==> src/rtl/mac_pkg.sv <==
package mac_pkg;

    typedef enum logic [1:0] {
        RND_TRUNC     = 2'd0,
        RND_NEAREST   = 2'd1,
        RND_EVEN      = 2'd2,
        RND_TRUNC_ALT = 2'd3
    } rnd_mode_e;

    typedef struct packed {
        logic load;
        logic neg;
    } acc_ctl_t;

    // Decide whether the kept part is incremented for a given rounding rule.
    function automatic logic round_up(
        input rnd_mode_e mode,
        input logic      kept_lsb,
        input logic      half_bit,
        input logic      below_half
    );
        logic up;
        case (mode)
            RND_NEAREST: up = half_bit;
            RND_EVEN:    up = half_bit & (below_half | kept_lsb);
            default:     up = 1'b0;
        endcase
        return up;
    endfunction

endpackage

==> src/rtl/mac_mult.sv <==
module mac_mult #(
    parameter int DW = 16
) (
    input  logic [DW-1:0]   a,
    input  logic [DW-1:0]   b,
    output logic [2*DW-1:0] prod
);
    localparam int PW = 2 * DW;

    logic signed [PW-1:0] a_ext;
    logic signed [PW-1:0] b_ext;
    logic signed [PW-1:0] raw;
    logic                 both_min;

    always_comb begin
        a_ext    = {{DW{a[DW-1]}}, a};
        b_ext    = {{DW{b[DW-1]}}, b};
        raw      = a_ext * b_ext;
        both_min = (a == {1'b1, {(DW-1){1'b0}}}) && (b == {1'b1, {(DW-1){1'b0}}});
        // Drop the duplicate sign bit; -1 x -1 is the one case it carries data.
        prod     = both_min ? {1'b0, {(PW-1){1'b1}}} : {raw[PW-2:0], 1'b0};
    end
endmodule

==> src/rtl/mac_accum.sv <==
module mac_accum
    import mac_pkg::*;
#(
    parameter int DW = 16,
    parameter int GW = 8
) (
    input  logic                 clk,
    input  logic                 rst,
    input  logic                 valid,
    input  acc_ctl_t             ctl,
    input  logic [2*DW-1:0]      prod,
    output logic [2*DW+GW-1:0]   acc,
    output logic                 ovf
);
    localparam int PW = 2 * DW;
    localparam int AW = PW + GW;
    localparam int TW = GW + 1;

    logic [AW-1:0] ext;
    logic [AW-1:0] addend;
    logic [AW-1:0] start;
    logic [AW-1:0] nxt;
    logic [TW-1:0] top;
    logic          guard_bad;

    always_comb begin
        ext       = {{GW{prod[PW-1]}}, prod};
        addend    = ctl.neg ? (~ext + 1'b1) : ext;
        start     = ctl.load ? '0 : acc;
        nxt       = start + addend;
        top       = nxt[AW-1:PW-1];
        guard_bad = !((&top) || !(|top));
    end

    always_ff @(posedge clk) begin
        if (rst) begin
            acc <= '0;
            ovf <= 1'b0;
        end else if (valid) begin
            acc <= nxt;
            ovf <= (ovf & ~ctl.load) | guard_bad;
        end
    end
endmodule

==> src/rtl/mac_round_sat.sv <==
module mac_round_sat
    import mac_pkg::*;
#(
    parameter int DW = 16,
    parameter int AW = 40
) (
    input  logic [AW-1:0] acc,
    input  rnd_mode_e     mode,
    input  logic          sat_en,
    output logic [DW-1:0] res
);
    localparam int RW = AW - DW + 1;

    logic [RW-1:0]    kept;
    logic [RW-1:0]    rnd;
    logic             up;
    logic [RW-DW:0]   hi;
    logic             fits;

    always_comb begin
        kept = {acc[AW-1], acc[AW-1:DW]};
        up   = round_up(mode, acc[DW], acc[DW-1], |acc[DW-2:0]);
        rnd  = kept + {{(RW-1){1'b0}}, up};
        hi   = rnd[RW-1:DW-1];
        fits = (&hi) || !(|hi);
        if (fits || !sat_en)
            res = rnd[DW-1:0];
        else if (rnd[RW-1])
            res = {1'b1, {(DW-1){1'b0}}};
        else
            res = {1'b0, {(DW-1){1'b1}}};
    end
endmodule

==> src/rtl/fxp_mac.sv <==
module fxp_mac
    import mac_pkg::*;
#(
    parameter int DW = 16,
    parameter int GW = 8
) (
    input  logic                 clk,
    input  logic                 rst,
    input  logic                 in_valid,
    input  logic [DW-1:0]        op_a,
    input  logic [DW-1:0]        op_b,
    input  logic                 clr,
    input  logic                 sub,
    input  logic [1:0]           rnd_sel,
    input  logic                 sat_en,
    output logic [2*DW+GW-1:0]   acc_o,
    output logic [DW-1:0]        res_o,
    output logic                 ovf_o
);
    localparam int AW = 2 * DW + GW;

    logic [2*DW-1:0] prod;
    acc_ctl_t        ctl;

    assign ctl.load = clr;
    assign ctl.neg  = sub;

    mac_mult #(.DW(DW)) u_mult (
        .a    (op_a),
        .b    (op_b),
        .prod (prod)
    );

    mac_accum #(.DW(DW), .GW(GW)) u_accum (
        .clk   (clk),
        .rst   (rst),
        .valid (in_valid),
        .ctl   (ctl),
        .prod  (prod),
        .acc   (acc_o),
        .ovf   (ovf_o)
    );

    mac_round_sat #(.DW(DW), .AW(AW)) u_out (
        .acc    (acc_o),
        .mode   (rnd_mode_e'(rnd_sel)),
        .sat_en (sat_en),
        .res    (res_o)
    );
endmodule

==> config.mk <==
export PLATFORM = sky130hd
export DESIGN_NAME = fxp_mac
export DESIGN_NICKNAME = d
export VERILOG_FILES = /design/src/rtl/mac_pkg.sv /design/src/rtl/mac_mult.sv /design/src/rtl/mac_accum.sv /design/src/rtl/mac_round_sat.sv /design/src/rtl/fxp_mac.sv
export SDC_FILE = /design/constraint.sdc
export NUM_CORES = 1
export LEC_CHECK = 0
export BUFFER_PORTS_ARGS = -buffer_cell sky130_fd_sc_hd__buf_2
export CAP_MARGIN = 15
export CORE_AREA = 2 2 142 179
export CTS_BUF_LIST = sky130_fd_sc_hd__clkbuf_16
export DETAILED_ROUTE_END_ITERATION = 8
export DIE_AREA = 0 0 144 181
export PLACE_DENSITY = 0.81
export SYNTH_ARGS = -nofsm -noshare
export SYNTH_HDL_FRONTEND = slang
export SYNTH_HIERARCHICAL = 1
export SYNTH_SLANG_ARGS = --single-unit
==> constraint.sdc <==
create_clock -name clk -period 12.35 [get_ports clk]
set_clock_uncertainty 0.05 [all_clocks]
set_input_delay 1.235 -clock clk [delete_from_list [all_inputs] [get_ports clk]]
set_output_delay 1.235 -clock clk [all_outputs]
set_load 0.05 [all_outputs]
-- Yosys cells after proc, flatten, opt, wreduce, memory -nomap -nowiden
Cells that the tools add are included.
- register bits: 41
- bits of input ports: 40
- output and inout port bits: 57
- $add $sub $neg: 3
- $mul: 1
- eq/ne operators: 4
- muxes and demuxes: 6
- bitwise logic cells: 6
- reductions and logical operators: 13
- operators by type and width (operator ; number):
    2-to-1 mux 40 bit ; 2
    adder 40 x 1 -> 40 bit (second input constant) ; 1
    adder 40 bit ; 1
    NOT 40 bit ; 1
    equality test 16 bit (second input constant) ; 2
    2-to-1 mux 16 bit ; 2
    2-to-1 mux 32 bit ; 1
    multiplier 16 x 16 -> 31 bit ; 1
    adder 24 x 2 -> 25 bit ; 1
    OR reduction 15 bit ; 1
    AND reduction 10 bit ; 1
    OR reduction 10 bit ; 1
    AND reduction 9 bit ; 1
    OR reduction 9 bit ; 1
    logical NOT 1 bit ; 4
    logical OR 1 bit ; 3
    AND 1 bit ; 2
    equality test 2 x 1 -> 1 bit (second input constant) ; 1
    equality test 2 bit (second input constant) ; 1
    OR 1 bit ; 2
    one-hot mux 1 bit (2 select lines) ; 1
    logical AND 1 bit ; 1
    NOT 1 bit ; 1

-- Longest topological paths before layout
Gate-level depths: netlist of the first run.
- depth in word-level cells: 12
- mapped depth: 41
- gate-level depth less buffers: 38

-- Hierarchy
Netlist of the first run, hierarchy kept.
- modules (own cells, without submodules) (module ; instances ; cells each ; area an instance (um^2)):
    mac_mult ; 1 ; 1130 ; 10009.6
    mac_accum ; 1 ; 627 ; 4775.8
    mac_round_sat ; 1 ; 109 ; 869.6

-- Least setup slack after synthesis of the first run
No wires, ideal clock.
- path type: input to register
- start: input port op_b[9]
- end: register u_accum.ovf
- library setup time: 129 ps
- data arrival time: 10966 ps
- data required time: 12171 ps
- slack: 1205 ps
- stages on the path: 40
- path buffers: 4
- cells stage by stage: clkbuf_1 clkbuf_1 nand2_1 fa_1 inv_1 fa_1 inv_1 fa_1 inv_1 fa_1 fa_1 inv_1 fa_1 inv_1 ha_1 clkbuf_2 a21o_1 a31o_2 [... 4 more ...] a21oi_1 mux2_2 or4_4 or4_1 or4_4 a21bo_2 ha_1 clkbuf_1 and3_1 and3_1 a21oi_1 o21ai_0 a211o_1 a21o_1 xor2_1 or4_1 nor4b_1 a211oi_1
- longest elaborated chain between the ends: 12
- ends and longest elaborated chain (what ; RTL line ; source):
    start: declaration ; fxp_mac.sv:11 ; input logic [DW-1:0] op_b,
    branches (longest 2 deep; another with multiplier 16 x 16 -> 31 bit) ; -- ;
    2-to-1 mux 32 bit * ; mac_mult.sv:21 ; prod = both_min ? {1'b0, {(PW-1){1'b1}}} : {raw[PW-2:0], 1'b0};
    via prod[24] ; fxp_mac.sv:22 ; logic [2*DW-1:0] prod;
    NOT 40 bit ; mac_accum.sv:28 ; addend = ctl.neg ? (~ext + 1'b1) : ext;
    adder 40 x 1 -> 40 bit ; mac_accum.sv:28 ;
    2-to-1 mux 40 bit * ; mac_accum.sv:28 ;
    adder 40 bit * ; mac_accum.sv:30 ; nxt = start + addend;
    OR reduction 9 bit ; mac_accum.sv:32 ; guard_bad = !((&top) || !(|top));
    logical NOT 1 bit ; mac_accum.sv:32 ;
    logical OR 1 bit * ; mac_accum.sv:32 ;
    logical NOT 1 bit * ; mac_accum.sv:32 ;
    OR 1 bit * ; mac_accum.sv:41 ; ovf <= (ovf & ~ctl.load) | guard_bad;
    end signal: assignment ; mac_accum.sv:41 ;
    end: declaration ; mac_accum.sv:13 ; output logic ovf
Mark *: on every way through the listed nets, which the timed path passes.
A chain may end at the register's enable or synchronous reset.

-- Worst setup path in the final report of the first run
- start: input port op_b[1]
- end: register u_accum.ovf
Same word-level chain as after synthesis.

==> results of run 1 <==
[flip-flops by register name, indices dropped and copies added (netlist names)]
name / cells
u_accum/acc: 40
u_accum/ovf: 1
[critical path: cells and delay by family]
family / cells / cell delay (ns)
xor gates and xnor gates: 1 / 0.08
adders and majority gates: 8 / 4.01
AOI/OAI and AO/OA: 9 / 2.12
buffers and inverters: 4 / 0.80
and+or+nand+nor: 12 / 3.49
[per-stage QoR]
| stage | instance area (sq um) | std cells | hold WS [ns] |
|---|---|---|---|
| global route | 16300 | 2219 | 0.500 |
| floorplan | 15700 | 1866 | 0.670 |
| detailed placement | 16200 | 2212 | 0.464 |
| global placement | 16200 | 2212 | 0.455 |
| finish | 16300 | 2219 | 0.470 |
| CTS | 16300 | 2219 | 0.473 |
[worst paths after layout]
kind	to	startpoint	cells after the start
setup / recovery	u_accum/ovf	op_b[1]	34
hold reg to reg	u_accum/acc[2]	u_accum/acc[2]	2
setup reg to reg	u_accum/ovf	u_accum/acc[0]	13
hold / removal	u_accum/acc[2]	u_accum/acc[2]	2
[cell usage in the layout, fill, tap and decap left out, drive strengths merged, types with 19 or more instances in the layout]
cell | netlist | final
inv | 315 | 316
fa | 257 | 257
nand2 | 217 | 217
ha | 124 | 124
and2 | 121 | 121
buf | 15 | 99
nor2 | 87 | 87
xnor2 | 80 | 80
o21ai | 60 | 60
a21oi | 56 | 56
mux2i | 48 | 48
nor2b | 42 | 42
dfxtp | 41 | 41
a21o | 34 | 34
xor2 | 32 | 32
nor4 | 26 | 26
nand4 | 21 | 21
o21a | 20 | 20
nor3 | 19 | 19
[cells by family after synthesis]
| logic type | Yosys count | share of synthesized area |
|---|---|---|
| xor gates and xnor gates | 112 | 0.0639 |
| buffers and inverters | 398 | 0.100 |
| AOI/OAI and AO/OA | 256 | 0.112 |
| adders and majority gates | 381 | 0.428 |
| and+or+nand+nor | 626 | 0.211 |
| muxes | 52 | 0.0336 |
| DFF | 41 | 0.0524 |
[layer usage]
layer / up-vias / share of wire
met5: - / 0
met4: 0 / 0.039
met3: 103 / 0.055
met2: 481 / 0.49
met1: 6223 / 0.42
li1: 6020 / -
[layout make-up]
type	count	area, sq um
Tap cell	330	413
Sequential cell	41	821
Fill cell	1997	7940
Timing Repair Buffer	99	503
Clock inverter	2	7.51
Multi-Input combinational cell	1427	13300
Clock buffer	5	125
Inverter	315	1180
==> flow_summary.json, run 1 <==
{
  "clockRootBuffer": "clkbuf_16",
  "cts_made_buffers": 5,
  "finalSetupViolCount": 0,
  "grt_pass1_vias": 13600,
  "synthTopCellsByArea": "fa_1 (33%), ha_1 (9.9%), inv_1 (7.6%), dfxtp_1 (5.2%), nand2_1 (5.2%)",
  "drt-pass1-iter-count": 5,
  "ctsResizeCount": 0,
  "grt_use_met2": 0.536,
  "row_count": 64,
  "worst_pin_slew_ns": 0.827,
  "cts_tree": "yes",
  "drive_gt1_frac": 0.0836,
  "avgViaCountPerCell": 5.78,
  "dieArea_sq_um": 26100,
  "crit_path_top_delay_cell": "fa_1",
  "synth_top_area_share": 0.329,
  "drv_slew": 0,
  "start_util": 0.645,
  "synth_edf_count": 0,
  "period_share": 0.939,
  "drt_iter0_markers": 625,
  "ys_seq_area_frac": 0.0524,
  "post-route-util": 0.673,
  "drc": 0,
  "synth_area_per_cell_sq_um": 8.39,
  "synth_cell_types": 87,
  "ys_warn_count": 6,
  "globalplace.congestion": 0.954,
  "hold_buffers": 0,
  "syn-num-nets": 2287,
  "die_y_um": 181,
  "met1_usage": 0.390,
  "clkSinkCount": 41,
  "coreArea_sq_um": 24300,
  "grt.total_usage": 0.306,
  "use_met3": 0.0231,
  "hpwl_um": 31500,
  "netlist_area_sq_um": 15700,
  "ys_seq_elements": 41,
  "num_antenna_cells": 0,
  "cp.arrival_ns": 11.72,
  "htreeDepth": 2,
  "cap_violations": 0,
  "clockBufferDepth": 2,
  "start_kind": "primary input",
  "crit_fanout": 18,
  "cp.required_ns": 12.47,
  "syn_inst": 1866,
  "grt_max_degree": 53,
  "synth.most_common_cell": "inv_1",
  "dpl_worst_slack_ns": 0.563,
  "yosysTopAreaCell": "fa_1",
  "crit_path_end_kind": "flop",
  "setup_slack_ns": 0.750,
  "synthArstFlopShare": 0,
  "ios": 97,
  "status": "completed",
  "grt-ovfl-total": 0,
  "path_class": "primary input to flop",
  "grt_busiest_layer": "met2",
  "cp_slowest_stage_delay_ns": 0.74,
  "wl_um": 38400,
  "reg2reg_slack_ns": 8.28,
  "slew_headroom": 0.443,
  "rsz0062_at_grt": "false",
  "hold_viol_final": 0,
  "nNetsFinal": 2310,
  "yosys-top-cells-count": "inv_1 (315), fa_1 (257), nand2_1 (217), ha_1 (124), and2_1 (121)",
  "synthToLayoutAreaGrowth_pct": 4.24,
  "cpMostUsedCell": "fa_1",
  "port_buffers": 96,
  "post_cts_buffers": 0,
  "postRouteAntennaNets": 0,
  "clk_pin_slew_ns": 0.05,
  "setup_tns_ns": 0,
  "grt_pass1_wl_um": 64600,
  "grt_antenna_before_repair": 0,
  "fmax_mhz": 86.2,
  "clk_latency_ns": 0.29,
  "die_w_um": 144,
  "period_minus_slack_ns": 11.60,
  "dr_total_vias": 12800,
  "synthFlopType": "dfxtp_1",
  "wl_per_cell_um": 17.3,
  "min_path_type": "flop to flop"
}
Power of run 1 is not shown: default switching activity piles up to over one toggle a cycle in this logic, so the estimate is an artifact.
==> run 2: changes to the inputs <==
- CTS_BUF_LIST: sky130_fd_sc_hd__clkbuf_16 -> sky130_fd_sc_hd__clkbuf_4
==> flow_summary.json, run 2 (same netlist as run 1, synthesis figures left out) <==
{
  "status": "completed",
  "drt-pass1-iter-count": 5,
  "dieArea_sq_um": 26100,
  "cpMostUsedCell": "fa_1",
  "min_path_type": "flop to flop",
  "clk_pin_slew_ns": 0.11,
  "final_cell_mix": "inv_1 (315), fa_1 (257), nand2_1 (217), ha_1 (124), and2_1 (121)",
  "path_class": "primary input to flop",
  "setup_tns_ns": 0,
  "grt-ovfl-total": 0,
  "grt.total_usage": 0.305,
  "largest_reg_flops": 40,
  "hpwl_um": 31500,
  "layout_commonest_cell": "inv_1",
  "grt_pass1_vias": 13600,
  "grt_antenna_before_repair": 1,
  "cts_made_buffers": 5,
  "port_buffers": 96,
  "post_cts_buffers": 0,
  "drc": 0,
  "htreeDepth": 2,
  "globalplace.congestion": 0.954,
  "nNetsFinal": 2310,
  "grt_pass1_wl_um": 64500,
  "clk_latency_ns": 0.37,
  "clockRootBuffer": "clkbuf_4",
  "crit_fanout": 18,
  "crit_path_end_kind": "flop",
  "slew_headroom": 0.440,
  "drive_gt1_frac": 0.0842,
  "worst_pin_slew_ns": 0.831,
  "dr_total_vias": 12800,
  "wl_um": 38500,
  "fmax_mhz": 86.9,
  "postRouteAntennaNets": 0,
  "top_register": "u_accum/acc",
  "finalSetupViolCount": 0,
  "start_kind": "primary input",
  "start_util": 0.645,
  "cts_tree": "yes",
  "row_count": 64,
  "rsz0062_at_grt": "false",
  "cp_slowest_stage_delay_ns": 0.75,
  "ios": 97,
  "synthToLayoutAreaGrowth_pct": 3.72,
  "hold_viol_final": 0,
  "hold_buffers": 0,
  "period_share": 0.932,
  "coreArea_sq_um": 24300,
  "grt_max_degree": 53,
  "wl_per_cell_um": 17.3,
  "die_y_um": 181,
  "cp.required_ns": 12.56,
  "largest_registers": "u_accum/acc: 40 flops, u_accum/ovf: 1 flops",
  "ctsResizeCount": 0,
  "cp.arrival_ns": 11.72,
  "clkSinkCount": 41,
  "die_w_um": 144,
  "crit_path_top_delay_cell": "fa_1",
  "period_minus_slack_ns": 11.51,
  "clockBufferDepth": 2,
  "drv_slew": 0,
  "nFillCells": 2013,
  "cap_violations": 0,
  "avgViaCountPerCell": 5.79,
  "drt_iter0_markers": 730
}
==> run 2: cell count changes in the layout (fill, tap and decap cells not counted), sizes merged <==
cell / before / now
diode: 0 / 1
clkbuf: 5 / 6
inv: 316 / 315
==> run 2: worst paths after layout <==
check / from / endpoint / slack, ns / depth (start not counted)
min: u_accum/acc[2] / u_accum/acc[2] / 0.48 / 2
max: op_b[1] / u_accum/ovf / 0.84 / 34
max reg2reg: u_accum/acc[0] / u_accum/ovf / 8.26 / 13
min reg2reg: u_accum/acc[2] / u_accum/acc[2] / 0.48 / 2
==> run 2: area by class of cell <==
class | count | area (sq um) | share of cell area
Antenna cell | 1 | 2.50 | 0.000154
Clock buffer | 6 | 45.0 | 0.00277
Clock inverter | 1 | 3.75 | 0.000231
Inverter | 315 | 1180 | 0.0728
Multi-Input combinational cell | 1427 | 13300 | 0.817
Sequential cell | 41 | 821 | 0.0505
Tap cell | 330 | 413 | 0.0254
Timing Repair Buffer | 99 | 503 | 0.0310
==> run 2: worst max-delay path, delay by kind of cell <==
kind / cells / cell delay, ns
xor+xnor: 1 / 0.08
simple gates: 12 / 3.47
buf+inv: 4 / 0.80
fa+ha+maj: 8 / 4.02
compound gates: 9 / 2.11
==> run 2: per-layer routing <==
layer	vias up	share of wire	GRT usage
met5	-	0	0
met2	439	0.49	0.536
li1	6017	-	-
met1	6298	0.42	0.390
met4	0	0.037	0.121
met3	93	0.050	0.0231
==> run 2: per-stage QoR <==
stage          cell area [sq um]  utilization  hold WS, ns  worst slack, ns  instances
2_1_floorplan              15700            -        0.670             1.21       1866
3_3_place_gp               16200        0.667        0.455            0.727       2212
3_5_place_dp               16200        0.667        0.464            0.563       2212
4_1_cts                    16200        0.669        0.481            0.955       2219
5_1_grt                    16200        0.669        0.508            0.371       2220
6_report                   16200        0.669        0.476            0.845       2220
Power of run 2 is left out for the same reason.
==> run 3: changes to the inputs <==
- clock period: 12.35 -> 12.1 ns (I/O delays scaled with it)
==> flow_summary.json, run 3 (same netlist as run 1, synthesis figures left out) <==
{
  "nFillCells": 2041,
  "min_path_type": "flop to flop",
  "coreArea_sq_um": 24300,
  "post_cts_buffers": 0,
  "cap_violations": 0,
  "hold_buffers": 0,
  "cp_slowest_stage_delay_ns": 0.73,
  "cp.arrival_ns": 11.66,
  "ios": 97,
  "worst_pin_slew_ns": 0.802,
  "avgViaCountPerCell": 5.78,
  "crit_family": "adder cells",
  "die_y_um": 181,
  "period_share": 0.948,
  "drt-pass1-iter-count": 6,
  "period_minus_slack_ns": 11.47,
  "crit_path_top_delay_cell": "fa_1",
  "cpMostUsedCell": "fa_1",
  "drc": 0,
  "crit_fanout": 18,
  "wl_um": 38200,
  "start_kind": "primary input",
  "crit_path_end_kind": "flop",
  "largest_registers": "u_accum/acc: 40 flops, u_accum/ovf: 1 flops",
  "synthToLayoutAreaGrowth_pct": 4.07,
  "top_register": "u_accum/acc",
  "grt.total_usage": 0.303,
  "layout_commonest_cell": "inv_1",
  "cts_tree": "yes",
  "fmax_mhz": 87.2,
  "finalSetupViolCount": 0,
  "grt_antenna_before_repair": 1,
  "slew_headroom": 0.460,
  "path_class": "primary input to flop",
  "ctsResizeCount": 0,
  "start_util": 0.645,
  "clk_pin_slew_ns": 0.12,
  "clockRootBuffer": "clkbuf_4",
  "cts_made_buffers": 5,
  "clkSinkCount": 41,
  "grt-ovfl-total": 0,
  "status": "completed",
  "htreeDepth": 2,
  "nNetsFinal": 2310,
  "port_buffers": 96,
  "drive_gt1_frac": 0.0852,
  "drv_slew": 0,
  "clockBufferDepth": 2,
  "drt_iter0_markers": 741,
  "largest_reg_flops": 40,
  "grt_pass1_vias": 13600,
  "die_w_um": 144,
  "dr_total_vias": 12800,
  "grt_pass1_wl_um": 64200,
  "rsz0062_at_grt": "false",
  "hold_viol_final": 0,
  "dieArea_sq_um": 26100,
  "worst-path-buf-inv": 6,
  "hpwl_um": 31400,
  "globalplace.congestion": 0.959,
  "setup_tns_ns": 0,
  "wl_per_cell_um": 17.2,
  "clk_latency_ns": 0.36,
  "postRouteAntennaNets": 0,
  "final_cell_mix": "inv_1 (315), fa_1 (257), nand2_1 (217), ha_1 (124), and2_1 (121)",
  "row_count": 64,
  "cp.required_ns": 12.29,
  "grt_max_degree": 53
}
-- run 3: changes by cell type in the layout (fill, tap and decap cells not counted), sizes merged --
cell	change
bufinv	+2
clkbuf	-1
-- run 3: cell type report --
| class | count | area, sq um | area share |
|---|---|---|---|
| Antenna cell | 1 | 2.50 | 0.000154 |
| Sequential cell | 41 | 821 | 0.0504 |
| Clock inverter | 3 | 65.1 | 0.00399 |
| Tap cell | 330 | 413 | 0.0253 |
| Inverter | 315 | 1180 | 0.0726 |
| Clock buffer | 5 | 37.5 | 0.00230 |
| Multi-Input combinational cell | 1427 | 13300 | 0.814 |
| Timing Repair Buffer | 99 | 503 | 0.0309 |
-- run 3: stage by stage --
stage               hold slack (ns)  utilization  setup WS [ns]  instance area [sq um]  instances
global route                  0.501        0.671          0.157                  16300       2221
CTS                           0.483        0.671          0.693                  16300       2220
finish                        0.481        0.671          0.633                  16300       2221
global placement              0.456        0.667          0.505                  16200       2212
floorplan                     0.670            -          0.980                  15700       1866
detailed placement            0.464        0.667          0.326                  16200       2212
-- run 3: tightest hold or removal path: stages (launching register included) --
cell	delay, ns
dfxtp_1	0.36
nor2_1	0.09
a211oi_1	0.05
-- run 3: worst paths after layout --
kind / from / end / slack, ns / cells after the start
worst max-delay path: op_b[1] / u_accum/ovf / 0.63 / 36
worst min-delay path: u_accum/acc[2] / u_accum/acc[2] / 0.48 / 2
worst max register to register: u_accum/acc[0] / u_accum/ovf / 8.01 / 13
worst min register to register: u_accum/acc[2] / u_accum/acc[2] / 0.48 / 2
-- run 3: routing by layer --
layer,global-route usage,part of all wire
met1,0.381,0.41
met2,0.540,0.50
met3,0.0278,0.053
met4,0.110,0.033
met5,0,0
Power of run 3 is left out for the same reason.
